<file path="config.mk">
export PLATFORM = sky130hd
export DESIGN_NAME = wp_guard
export DESIGN_NICKNAME = d
export VERILOG_FILES = /design/src/rtl/wp_pkg.sv /design/src/rtl/wp_seq_track.sv /design/src/rtl/wp_prog_timer.sv /design/src/rtl/wp_guard.sv
export SDC_FILE = /design/constraint.sdc
export NUM_CORES = 1
export LEC_CHECK = 0
export BUFFER_PORTS_ARGS = -buffer_cell sky130_fd_sc_hd__buf_4
export CELL_PAD_IN_SITES_DETAIL_PLACEMENT = 0
export CELL_PAD_IN_SITES_GLOBAL_PLACEMENT = 2
export CORE_ASPECT_RATIO = 0.9
export CORE_MARGIN = 3
export CORE_UTILIZATION = 31
export CTS_CLUSTER_SIZE = 25
export DETAILED_ROUTE_END_ITERATION = 16
export GPL_TIMING_DRIVEN = 1
export PLACE_DENSITY = 0.81
export SYNTH_ARGS = -nofsm -noshare
export SYNTH_HDL_FRONTEND = slang
export SYNTH_SLANG_ARGS = --single-unit
</file>
<file path="constraint.sdc">
create_clock -name clk_i -period 3.3 [get_ports clk_i]
set_clock_uncertainty 0.2 [all_clocks]
set_input_delay 0.165 -clock clk_i [delete_from_list [all_inputs] [get_ports clk_i]]
set_output_delay 0.165 -clock clk_i [all_outputs]
set_load 0.01 [all_outputs]
</file>
<file path="src/rtl/wp_pkg.sv">
package wp_pkg;
  localparam int WP_ADDR_W = 13;
  localparam int WP_DATA_W = 8;
  localparam int WP_ENA_LEN = 3;
  localparam int WP_DIS_LEN = 6;
  // step 0 sits in the least significant slice
  localparam logic [WP_ENA_LEN*WP_ADDR_W-1:0] WP_ENA_ADDRS = {13'h1555, 13'h0AAA, 13'h1555};
  localparam logic [WP_ENA_LEN*WP_DATA_W-1:0] WP_ENA_DATAS = {8'hA0, 8'h55, 8'hAA};
  localparam logic [WP_DIS_LEN*WP_ADDR_W-1:0] WP_DIS_ADDRS =
    {13'h1555, 13'h0AAA, 13'h1555, 13'h1555, 13'h0AAA, 13'h1555};
  localparam logic [WP_DIS_LEN*WP_DATA_W-1:0] WP_DIS_DATAS =
    {8'h20, 8'h55, 8'hAA, 8'h80, 8'h55, 8'hAA};

  typedef enum logic [1:0] {
    PACT_HOLD  = 2'd0,
    PACT_SET   = 2'd1,
    PACT_CLEAR = 2'd2
  } prot_act_e;
endpackage

</file>
<file path="src/rtl/wp_seq_track.sv">
module wp_seq_track #(
  parameter int AW  = 13,
  parameter int DW  = 8,
  parameter int LEN = 3,
  parameter logic [LEN*AW-1:0] ADDRS = '0,
  parameter logic [LEN*DW-1:0] DATAS = '0
) (
  input  logic          clk_i,
  input  logic          rst_ni,
  input  logic          clear_i,
  input  logic          step_i,
  input  logic [AW-1:0] addr_i,
  input  logic [DW-1:0] data_i,
  output logic          hit_o,
  output logic          done_o,
  output logic          mid_o
);
  localparam int IW = $clog2(LEN + 1);

  logic [IW-1:0] idx_q;
  logic          dead_q;
  logic [IW-1:0] idx_sel;
  logic [AW-1:0] want_addr;
  logic [DW-1:0] want_data;
  logic          match;

  assign done_o    = (idx_q == IW'(LEN));
  assign idx_sel   = done_o ? '0 : idx_q;
  assign want_addr = ADDRS[int'(idx_sel)*AW +: AW];
  assign want_data = DATAS[int'(idx_sel)*DW +: DW];
  assign match     = (addr_i == want_addr) && (data_i == want_data);
  assign hit_o     = step_i && !dead_q && !done_o && match;
  assign mid_o     = !dead_q && !done_o && (idx_q != '0);

  always_ff @(posedge clk_i or negedge rst_ni) begin
    if (!rst_ni) begin
      idx_q  <= '0;
      dead_q <= 1'b0;
    end else if (clear_i) begin
      idx_q  <= '0;
      dead_q <= 1'b0;
    end else if (step_i) begin
      if (hit_o) begin
        idx_q <= idx_q + 1'b1;
      end else if (!done_o) begin
        dead_q <= 1'b1;
      end
    end
  end

  AST_DONE_HOLDS: assert property (@(posedge clk_i) disable iff (!rst_ni)
    done_o && !clear_i |=> done_o);
  AST_IDX_RANGE: assert property (@(posedge clk_i) disable iff (!rst_ni)
    idx_q <= IW'(LEN));
  AST_DEAD_STAYS: assert property (@(posedge clk_i) disable iff (!rst_ni)
    dead_q && !clear_i |=> !hit_o && !mid_o);
endmodule

</file>
<file path="src/rtl/wp_prog_timer.sv">
module wp_prog_timer #(
  parameter int CYCLES = 16
) (
  input  logic clk_i,
  input  logic rst_ni,
  input  logic start_i,
  output logic busy_o,
  output logic last_o
);
  localparam int CW = $clog2(CYCLES + 1);

  logic [CW-1:0] cnt_q;

  assign busy_o = (cnt_q != '0);
  assign last_o = (cnt_q == CW'(1));

  always_ff @(posedge clk_i or negedge rst_ni) begin
    if (!rst_ni) begin
      cnt_q <= '0;
    end else if (start_i) begin
      cnt_q <= CW'(CYCLES);
    end else if (busy_o) begin
      cnt_q <= cnt_q - 1'b1;
    end
  end

  AST_START_IDLE: assert property (@(posedge clk_i) disable iff (!rst_ni)
    start_i |-> !busy_o);
  AST_CNT_BOUND: assert property (@(posedge clk_i) disable iff (!rst_ni)
    cnt_q <= CW'(CYCLES));
endmodule

</file>
<file path="src/rtl/wp_guard.sv">
module wp_guard
  import wp_pkg::*;
#(
  parameter int ADDR_W       = WP_ADDR_W,
  parameter int DATA_W       = WP_DATA_W,
  parameter int PROG_CYCLES  = 16,
  parameter bit PROTECT_INIT = 1'b0,
  parameter int ENA_LEN      = WP_ENA_LEN,
  parameter int DIS_LEN      = WP_DIS_LEN,
  parameter logic [ENA_LEN*ADDR_W-1:0] ENA_ADDRS = WP_ENA_ADDRS,
  parameter logic [ENA_LEN*DATA_W-1:0] ENA_DATAS = WP_ENA_DATAS,
  parameter logic [DIS_LEN*ADDR_W-1:0] DIS_ADDRS = WP_DIS_ADDRS,
  parameter logic [DIS_LEN*DATA_W-1:0] DIS_DATAS = WP_DIS_DATAS
) (
  input  logic              clk_i,
  input  logic              rst_ni,
  input  logic              wr_valid_i,
  output logic              wr_ready_o,
  input  logic [ADDR_W-1:0] wr_addr_i,
  input  logic [DATA_W-1:0] wr_data_i,
  output logic              wr_keep_o,
  input  logic              load_timeout_i,
  output logic              commit_o,
  output logic              commit_en_o,
  output logic              prog_busy_o,
  output logic              protect_o,
  output logic              cmd_active_o
);
  logic      accept;
  logic      load_open_q;
  logic      load_end;
  logic      en_hit, en_done, en_mid;
  logic      dis_hit, dis_done, dis_mid;
  logic      tmr_last;
  logic      protect_q;
  logic      commit_q, commit_en_q;
  logic      allow;
  prot_act_e act_d, act_q;

  assign wr_ready_o = !prog_busy_o && !load_timeout_i;
  assign accept     = wr_valid_i && wr_ready_o;
  assign load_end   = load_timeout_i && load_open_q;

  wp_seq_track #(
    .AW(ADDR_W), .DW(DATA_W), .LEN(ENA_LEN), .ADDRS(ENA_ADDRS), .DATAS(ENA_DATAS)
  ) u_ena_track (
    .clk_i(clk_i), .rst_ni(rst_ni), .clear_i(load_end), .step_i(accept),
    .addr_i(wr_addr_i), .data_i(wr_data_i),
    .hit_o(en_hit), .done_o(en_done), .mid_o(en_mid)
  );

  wp_seq_track #(
    .AW(ADDR_W), .DW(DATA_W), .LEN(DIS_LEN), .ADDRS(DIS_ADDRS), .DATAS(DIS_DATAS)
  ) u_dis_track (
    .clk_i(clk_i), .rst_ni(rst_ni), .clear_i(load_end), .step_i(accept),
    .addr_i(wr_addr_i), .data_i(wr_data_i),
    .hit_o(dis_hit), .done_o(dis_done), .mid_o(dis_mid)
  );

  wp_prog_timer #(.CYCLES(PROG_CYCLES)) u_timer (
    .clk_i(clk_i), .rst_ni(rst_ni), .start_i(load_end),
    .busy_o(prog_busy_o), .last_o(tmr_last)
  );

  assign wr_keep_o    = accept && !en_hit && !dis_hit;
  assign cmd_active_o = en_mid || dis_mid;

  // disable sequence takes precedence if both were ever configured to complete
  always_comb begin
    if (dis_done)     act_d = PACT_CLEAR;
    else if (en_done) act_d = PACT_SET;
    else              act_d = PACT_HOLD;
  end
  assign allow = dis_done || en_done || !protect_q;

  always_ff @(posedge clk_i or negedge rst_ni) begin
    if (!rst_ni) begin
      load_open_q <= 1'b0;
      commit_q    <= 1'b0;
      commit_en_q <= 1'b0;
      act_q       <= PACT_HOLD;
      protect_q   <= PROTECT_INIT;
    end else begin
      commit_q    <= load_end;
      commit_en_q <= load_end && allow;
      if (load_end)    load_open_q <= 1'b0;
      else if (accept) load_open_q <= 1'b1;
      if (load_end) act_q <= act_d;
      if (tmr_last) begin
        if (act_q == PACT_SET)        protect_q <= 1'b1;
        else if (act_q == PACT_CLEAR) protect_q <= 1'b0;
      end
    end
  end

  assign commit_o    = commit_q;
  assign commit_en_o = commit_en_q;
  assign protect_o   = protect_q;

  AST_COMMIT_SINGLE: assert property (@(posedge clk_i) disable iff (!rst_ni)
    commit_o |=> !commit_o);
  AST_COMMIT_BUSY: assert property (@(posedge clk_i) disable iff (!rst_ni)
    commit_o |-> prog_busy_o);
  AST_BLOCK_NEEDS_PROT: assert property (@(posedge clk_i) disable iff (!rst_ni)
    commit_o && !commit_en_o |-> protect_o);
  AST_PROT_QUIET: assert property (@(posedge clk_i) disable iff (!rst_ni)
    !prog_busy_o |=> $stable(protect_o));
  AST_NO_ACCEPT_BUSY: assert property (@(posedge clk_i) disable iff (!rst_ni)
    prog_busy_o |-> !wr_ready_o);
  AST_KEEP_ON_ACCEPT: assert property (@(posedge clk_i) disable iff (!rst_ni)
    wr_keep_o |-> wr_valid_i && wr_ready_o);
  AST_CMD_IDLE_BUSY: assert property (@(posedge clk_i) disable iff (!rst_ni)
    commit_o |-> !cmd_active_o);
endmodule

</file>
### Yosys cells after proc, flatten, opt, wreduce, memory -nomap -nowiden

Cells that the tools add are included.

* reductions and logical operators: 43
* $mul: 2
* shift-type cells: 4
* $add $sub $neg: 3
* equal/unequal tests: 13
* mux-type cells: 24

Operators with widths (count)
* $shiftx A78 B32 Y13 const A: 1
* $shiftx A48 B7 Y8 const A: 1
* $shiftx A39 B32 Y13 const A: 1
* $eq A13 B13 Y1: 2
* $shiftx A24 B6 Y8 const A: 1
* $logic_and A1 B1 Y1: 18
* $eq A8 B8 Y1: 2
* $mux W1: 13
* $mux W3: 4
* $reduce_bool A2 Y1: 6
* $mux W2: 5
* $mux W5: 2
* $logic_not A1 Y1: 9
* $ne A2 B2 Y1 const B: 4
* $mul A3 B4 Y7 const B: 1
* $mul A2 B4 Y6 const B: 1
* $reduce_and A2 Y1: 3
* $reduce_and A3 Y1: 2
* $eq A5 B1 Y1 const B: 1
* $reduce_bool A5 Y1: 1
* $sub A5 B1 Y5 const B: 1
* $eq A2 B2 Y1 const B: 2
* $add A3 B1 Y3 const B: 1
* $eq A3 B3 Y1 const B: 1
* 4 further kinds: 6

* register bits: 18
* input bits: 25
* output and inout port bits: 7
* word-level logic and storage cells: 99

### Logic depth before layout (Yosys ltp)

* word-level depth: 10
* gate-level depth with buffers: 10
* gate-level depth less buffers: 10

### By module

Synthesis repeated with hierarchy kept, for this count alone.

* cells, all modules: 161
* area, all modules: 1522.7 um^2

Modules (own cells, without submodules)
* wp_seq_track (u_dis_track): instances 1, sequential area each 100.1 um^2, cells an instance 65, area an instance 561.8 um^2
* wp_seq_track (u_ena_track): instances 1, sequential area each 75.1 um^2, cells an instance 45, area an instance 396.6 um^2
* wp_guard: instances 1, sequential area each 150.1 um^2, cells an instance 24, area an instance 284.0 um^2
* wp_prog_timer: instances 1, sequential area each 125.1 um^2, cells an instance 27, area an instance 280.3 um^2

### Worst setup path before layout

OpenSTA, ideal clock, no wires.

* path type: register -> output
* from: register u_timer.cnt_q[0]
* to: output wr_keep_o
* stages on the path, launching flop included: 9
* data arrival time: 2.281 ns
* data required time: 2.935 ns
* path slack: 0.654 ns
* buffers on the path: 1
* cells stage by stage: dfrtp_1 inv_1 ha_1 or4b_1 buf_2 or3b_1 nor4_2 o221ai_2 and3_1

* cells in the longest elaborated chain, start to end: 10
* elaborated cells on any way between the ends: 14
* classes of those cells: 14 x reduce/logical

RTL lines
* from (decl): line wp_prog_timer.sv:12 `logic [CW-1:0] cnt_q;`
* from (signal assigned): line wp_prog_timer.sv:21 `cnt_q <= CW'(CYCLES);`
* from (signal assigned): line wp_prog_timer.sv:23 `cnt_q <= cnt_q - 1'b1;`
* $reduce_bool A5 Y1 (*): line wp_prog_timer.sv:14 `assign busy_o = (cnt_q != '0);`
* via prog_busy_o: line wp_guard.sv:25 `output logic prog_busy_o,`
* $logic_not A1 Y1 (*): line wp_guard.sv:40 `assign wr_ready_o = !prog_busy_o && !load_timeout_i;`
* $logic_and A1 B1 Y1 (*): line wp_guard.sv:40
* $logic_and A1 B1 Y1 (*): line wp_guard.sv:41 `assign accept = wr_valid_i && wr_ready_o;`
* $logic_and A1 B1 Y1 (3 in a row): line wp_seq_track.sv:32 `assign hit_o = step_i && !dead_q && !done_o && match;`
* $logic_not A1 Y1: line wp_guard.sv:65 `assign wr_keep_o = accept && !en_hit && !dis_hit;`
* $logic_and A1 B1 Y1: line wp_guard.sv:65
* $logic_and A1 B1 Y1 (*): line wp_guard.sv:65
* to (decl): line wp_guard.sv:21 `output logic wr_keep_o,`

The timed path passes the listed nets; every way through them passes the cells marked *.

### Worst setup path after layout

* from: register u_timer.cnt_q[0]
* to: output wr_keep_o

* cells in the longest elaborated chain, start to end: 10
* elaborated cells on any way between the ends: 14
* classes of those cells: 14 x reduce/logical

RTL lines (line)
* $reduce_bool A5 Y1 (*): wp_prog_timer.sv:14
* $logic_not A1 Y1 (*): wp_guard.sv:40
* $logic_and A1 B1 Y1 (*): wp_guard.sv:40
* $logic_and A1 B1 Y1 (*): wp_guard.sv:41
* $logic_and A1 B1 Y1 (3 in a row): wp_seq_track.sv:32
* $logic_not A1 Y1: wp_guard.sv:65
* $logic_and A1 B1 Y1: wp_guard.sv:65
* $logic_and A1 B1 Y1 (*): wp_guard.sv:65

Mark *: on every way between the ends. The rest lies on a longest branch, timed or not.

==> qor_table.md <==
| Quantity | Reported | Unit |
|:---|:---|:---|
| Result of the run | completed | - |
| Combined area of all synthesized cells | 1267 | sq um |
| Endpoint of the lowest-slack register-to-register path | u_dis_track.dead_q | - |
| Latest clock arrival within the worst-skew pair | 0.26 | ns |
| Final number of max-transition violations | 0 | - |
| Kind of end point of the critical path | primary output | - |
| Most frequent cells after synthesis | dfrtp_1 (18), inv_1 (16), ha_1 (13), nand2_1 (13), nor2_1 (9) | - |
| Net count of the finished layout | 214 | - |
| Placeable core region | 3836 | sq um |
| Number of buffers added for setup after CTS | 0 | - |
| Syn Area/Cell | 9.185 | sq um |
| DR vias/cell | 4.964 | - |
| Rel. slew slack | 62.34 | % |
| Maximum clock path buffer count | 2 | - |
| Achievable frequency | 318.3 | MHz |
| Required arrival time at the worst endpoint | 2.93 | ns |
| First-pass GRT wire length | 5099 | um |
| Startpoint of the worst register-to-register path | u_timer.cnt_q[0] | - |
| Initial antenna violation count | 0 | - |
| Yosys top cell area share | 35.54 | % |
| Final count of negative-setup-slack endpoints | 0 | - |
| WL/cell | 13.57 | um |
| Standby leakage power | 0.7504 | nW |
| Synth async-reset ratio | 100.0 | % |
| Clk pin slew, worst setup/hold paths | 0.07 | ns |
| Number of rows created at floorplan | 21 | - |
| DR pass1 iterations | 4 | - |
| Number of warnings reported in the yosys synthesis log | 0 | - |
| Number of enable flip-flop cells after synthesis | 0 | - |
| Number of levels the H-tree was split into | 1 | - |
| Most frequently used cell type in the post-synthesis netlist | dfrtp_1 | - |
| Die width | 73.40 | um |
| PD cells | 569.9 | nW/um^2 |
| Share of final-layout standard cells stronger than drive strength 1 | 24.71 | % |
| Root buffer cell | clkbuf_8 | - |
| Fill cell instance count of the final layout | 401 | - |
| Flop-to-flop setup slack | 0.52 | ns |
| Critical path startpoint category | flop | - |
| DRT iter0 DRCs | 66 | - |
| Worst-path maximum fanout | 8 | - |
| Weighted congestion at the end of routability-driven global placement | 0.7560 | - |
| Total via count after detailed routing | 1,092 | - |
| Arrival time of data at the critical path endpoint | 2.78 | ns |
| Leading cell types by total area after synthesis | dfrtp_1 (36%), ha_1 (13%), mux2i_1 (5.5%) | - |
| Num Clock Sinks | 18 | - |
| Setup repair after global routing missed its margin | false | - |
| Multi-input combinational cell area | 754.5 | sq um |
| Cell depth of the worst flop-to-flop path | 7 | - |
| Aggregate routed wire length | 2986 | um |
| Effective utilization at floorplan | 33.04 | % |
| Minimum clock period | 3.142 | ns |
| Type of the worst setup path | reg2out | - |
| Die Area | 4893 | sq um |
| Sequential fraction of the synthesis area | 35.54 | % |
| Total Routing Usage GR | 13.41 | % |
| Maximum ir drop on the vdd rail | 0.2476 | mV |
| Via count of the first global-routing pass | 1,076 | - |
| Number of diodes added for antenna fixing | 0 | - |
| Slew of the pin with the lowest slew margin | 0.5603 | ns |
| # placed instances | 214 | - |
| Residual antenna-violating net count after detailed routing | 0 | - |
| Height of the chip | 66.66 | um |
| DRC violation count after routing | 0 | - |
| Unique cell type count in the Yosys netlist | 33 | - |
| Area growth from synthesis to layout | 29.02 | % |
| Pin count of the biggest net entering global routing | 19 | - |
| Final hold violations | 0 | - |
| Number of synthesized register bits | 18 | - |
| Clock tree from TritonCTS | built | - |
| Sequential standard cell area | 451.7 | sq um |
| Count of maximum capacitance violations | 0 | - |
| Total overflow reported by the global router | 0 | - |
| Post-synth top area cell | dfrtp_1 | - |
| Post-DP HPWL | 2372 | um |
| Accumulated negative setup slack | 0 | ns |
| Cells after synthesis | 138 | - |
| # IOs | 32 | - |
| Net Count, Synth | 177 | - |
| Final period util | 95.21 | % |
| TritonCTS Buffers | 3 | - |
| Commonest register cell after synthesis | dfrtp_1 | - |
| Non-filler cells in the finished layout | 220 | - |
| Port Buf Inserts | 31 | - |
| Hold/Removal Path Class | in2async | - |
## metrics by stage
stage	utilization, %	total power [mW]	setup slack (ns)	instance area (sq um)	hold slack [ns]
2_1_floorplan	-	0.6187	0.6540	1267	-0.3306
3_3_place_gp	40.48	0.7383	0.3164	1553	-0.1522
3_5_place_dp	40.48	0.7418	0.3124	1553	-0.1474
4_1_cts	42.43	0.9351	0.01552	1628	0.1144
5_1_grt	42.63	1.017	0.01028	1635	0.1354
6_report	42.63	0.9320	0.1580	1635	0.1097
## state kept, by name, summed over array words and instances (netlist names)
name                count
u_timer.cnt_q           5
u_dis_track.idx_q       3
act_q                   2
u_ena_track.idx_q       2
commit_en_o             1
commit_o                1
load_open_q             1
protect_o               1
u_dis_track.dead_q      1
u_ena_track.dead_q      1
## routing by layer
layer / wire length, um / up-vias / track usage (%)
met5: 0 / - / 0
met2: 1293 / 14 / 18.86
li1: - / 561 / -
met4: 8 / 0 / 2.715
met3: 97 / 2 / 3.620
met1: 1586 / 515 / 20.22
## worst max-delay path: stages, from the launching register on
cell	delay, ns
dfrtp_1	0.42
inv_1	0.09
ha_1	0.19
or4b_4	0.55
or3b_1	0.45
nor4_2	0.26
o221ai_2	0.20
and3_1	0.23
buf_4	0.14
## cell usage in the layout (no fill, tap or decap), drive strengths merged, types with 2 or more instances in the layout
master and count:
ha 13, o21ai 6, nor4 4, xor2 2, or4 4, nand3 6
clkbuf 4, dfrtp 18, nand2b 2, nand2 13, and3 2, a21oi 4
buf 31, inv 16, xnor2 2, o31ai 3, mux2i 7, nor3 7
dlygate4sd3 2, nor2 9, nand4 5, a31oi 2
## report_power, final
part           total (mW)  internal [mW]  leakage [nW]  switching (mW)
logic               0.393          0.193         0.489           0.200
registers           0.355          0.287         0.233          0.0679
clock network       0.184          0.106        0.0288          0.0776
## kinds of logic (layout without fill, tap and decap cells)
| family | after synthesis | in the layout | synth area share (%) |
|---|---|---|---|
| muxes | 8 | 8 | 6.417 |
| and+or+nand+nor | 57 | 57 | 25.57 |
| buffers and inverters | 18 | 54 | 5.429 |
| xor gates and xnor gates | 4 | 4 | 2.765 |
| DFF | 18 | 18 | 35.54 |
| adders and majority gates | 14 | 14 | 14.41 |
| AOI/OAI and AO/OA | 19 | 19 | 9.872 |
## what timing repair did
action / CTS / global route
hold buffers: 2 / 0
endpoints found under the setup margin: 0 / 1
endpoints found under the hold margin: 19 / 0
gates resized for setup: 0 / 3
## layout make-up
type,instances,area share (%)
Multi-Input combinational cell,102,46.14
Clock buffer,4,3.366
Inverter,17,3.902
Sequential cell,18,27.62
Timing Repair Buffer,33,15.46
Tap cell,46,3.520
## worst max path at each step
stage | cells after the start | endpoint | start | slack [ns]
final | 8 | wr_keep_o | u_timer.cnt_q[0] | 0.16
after floorplan | 8 | wr_keep_o | u_timer.cnt_q[0] | 0.65
after global routing | 8 | wr_keep_o | u_timer.cnt_q[0] | 0.01
after global placement | 8 | wr_keep_o | u_timer.cnt_q[0] | 0.32
after CTS | 8 | wr_keep_o | u_timer.cnt_q[0] | 0.02
after detailed placement | 8 | wr_keep_o | u_timer.cnt_q[0] | 0.31
No activity file was read; power rests on OpenSTA's default activity.
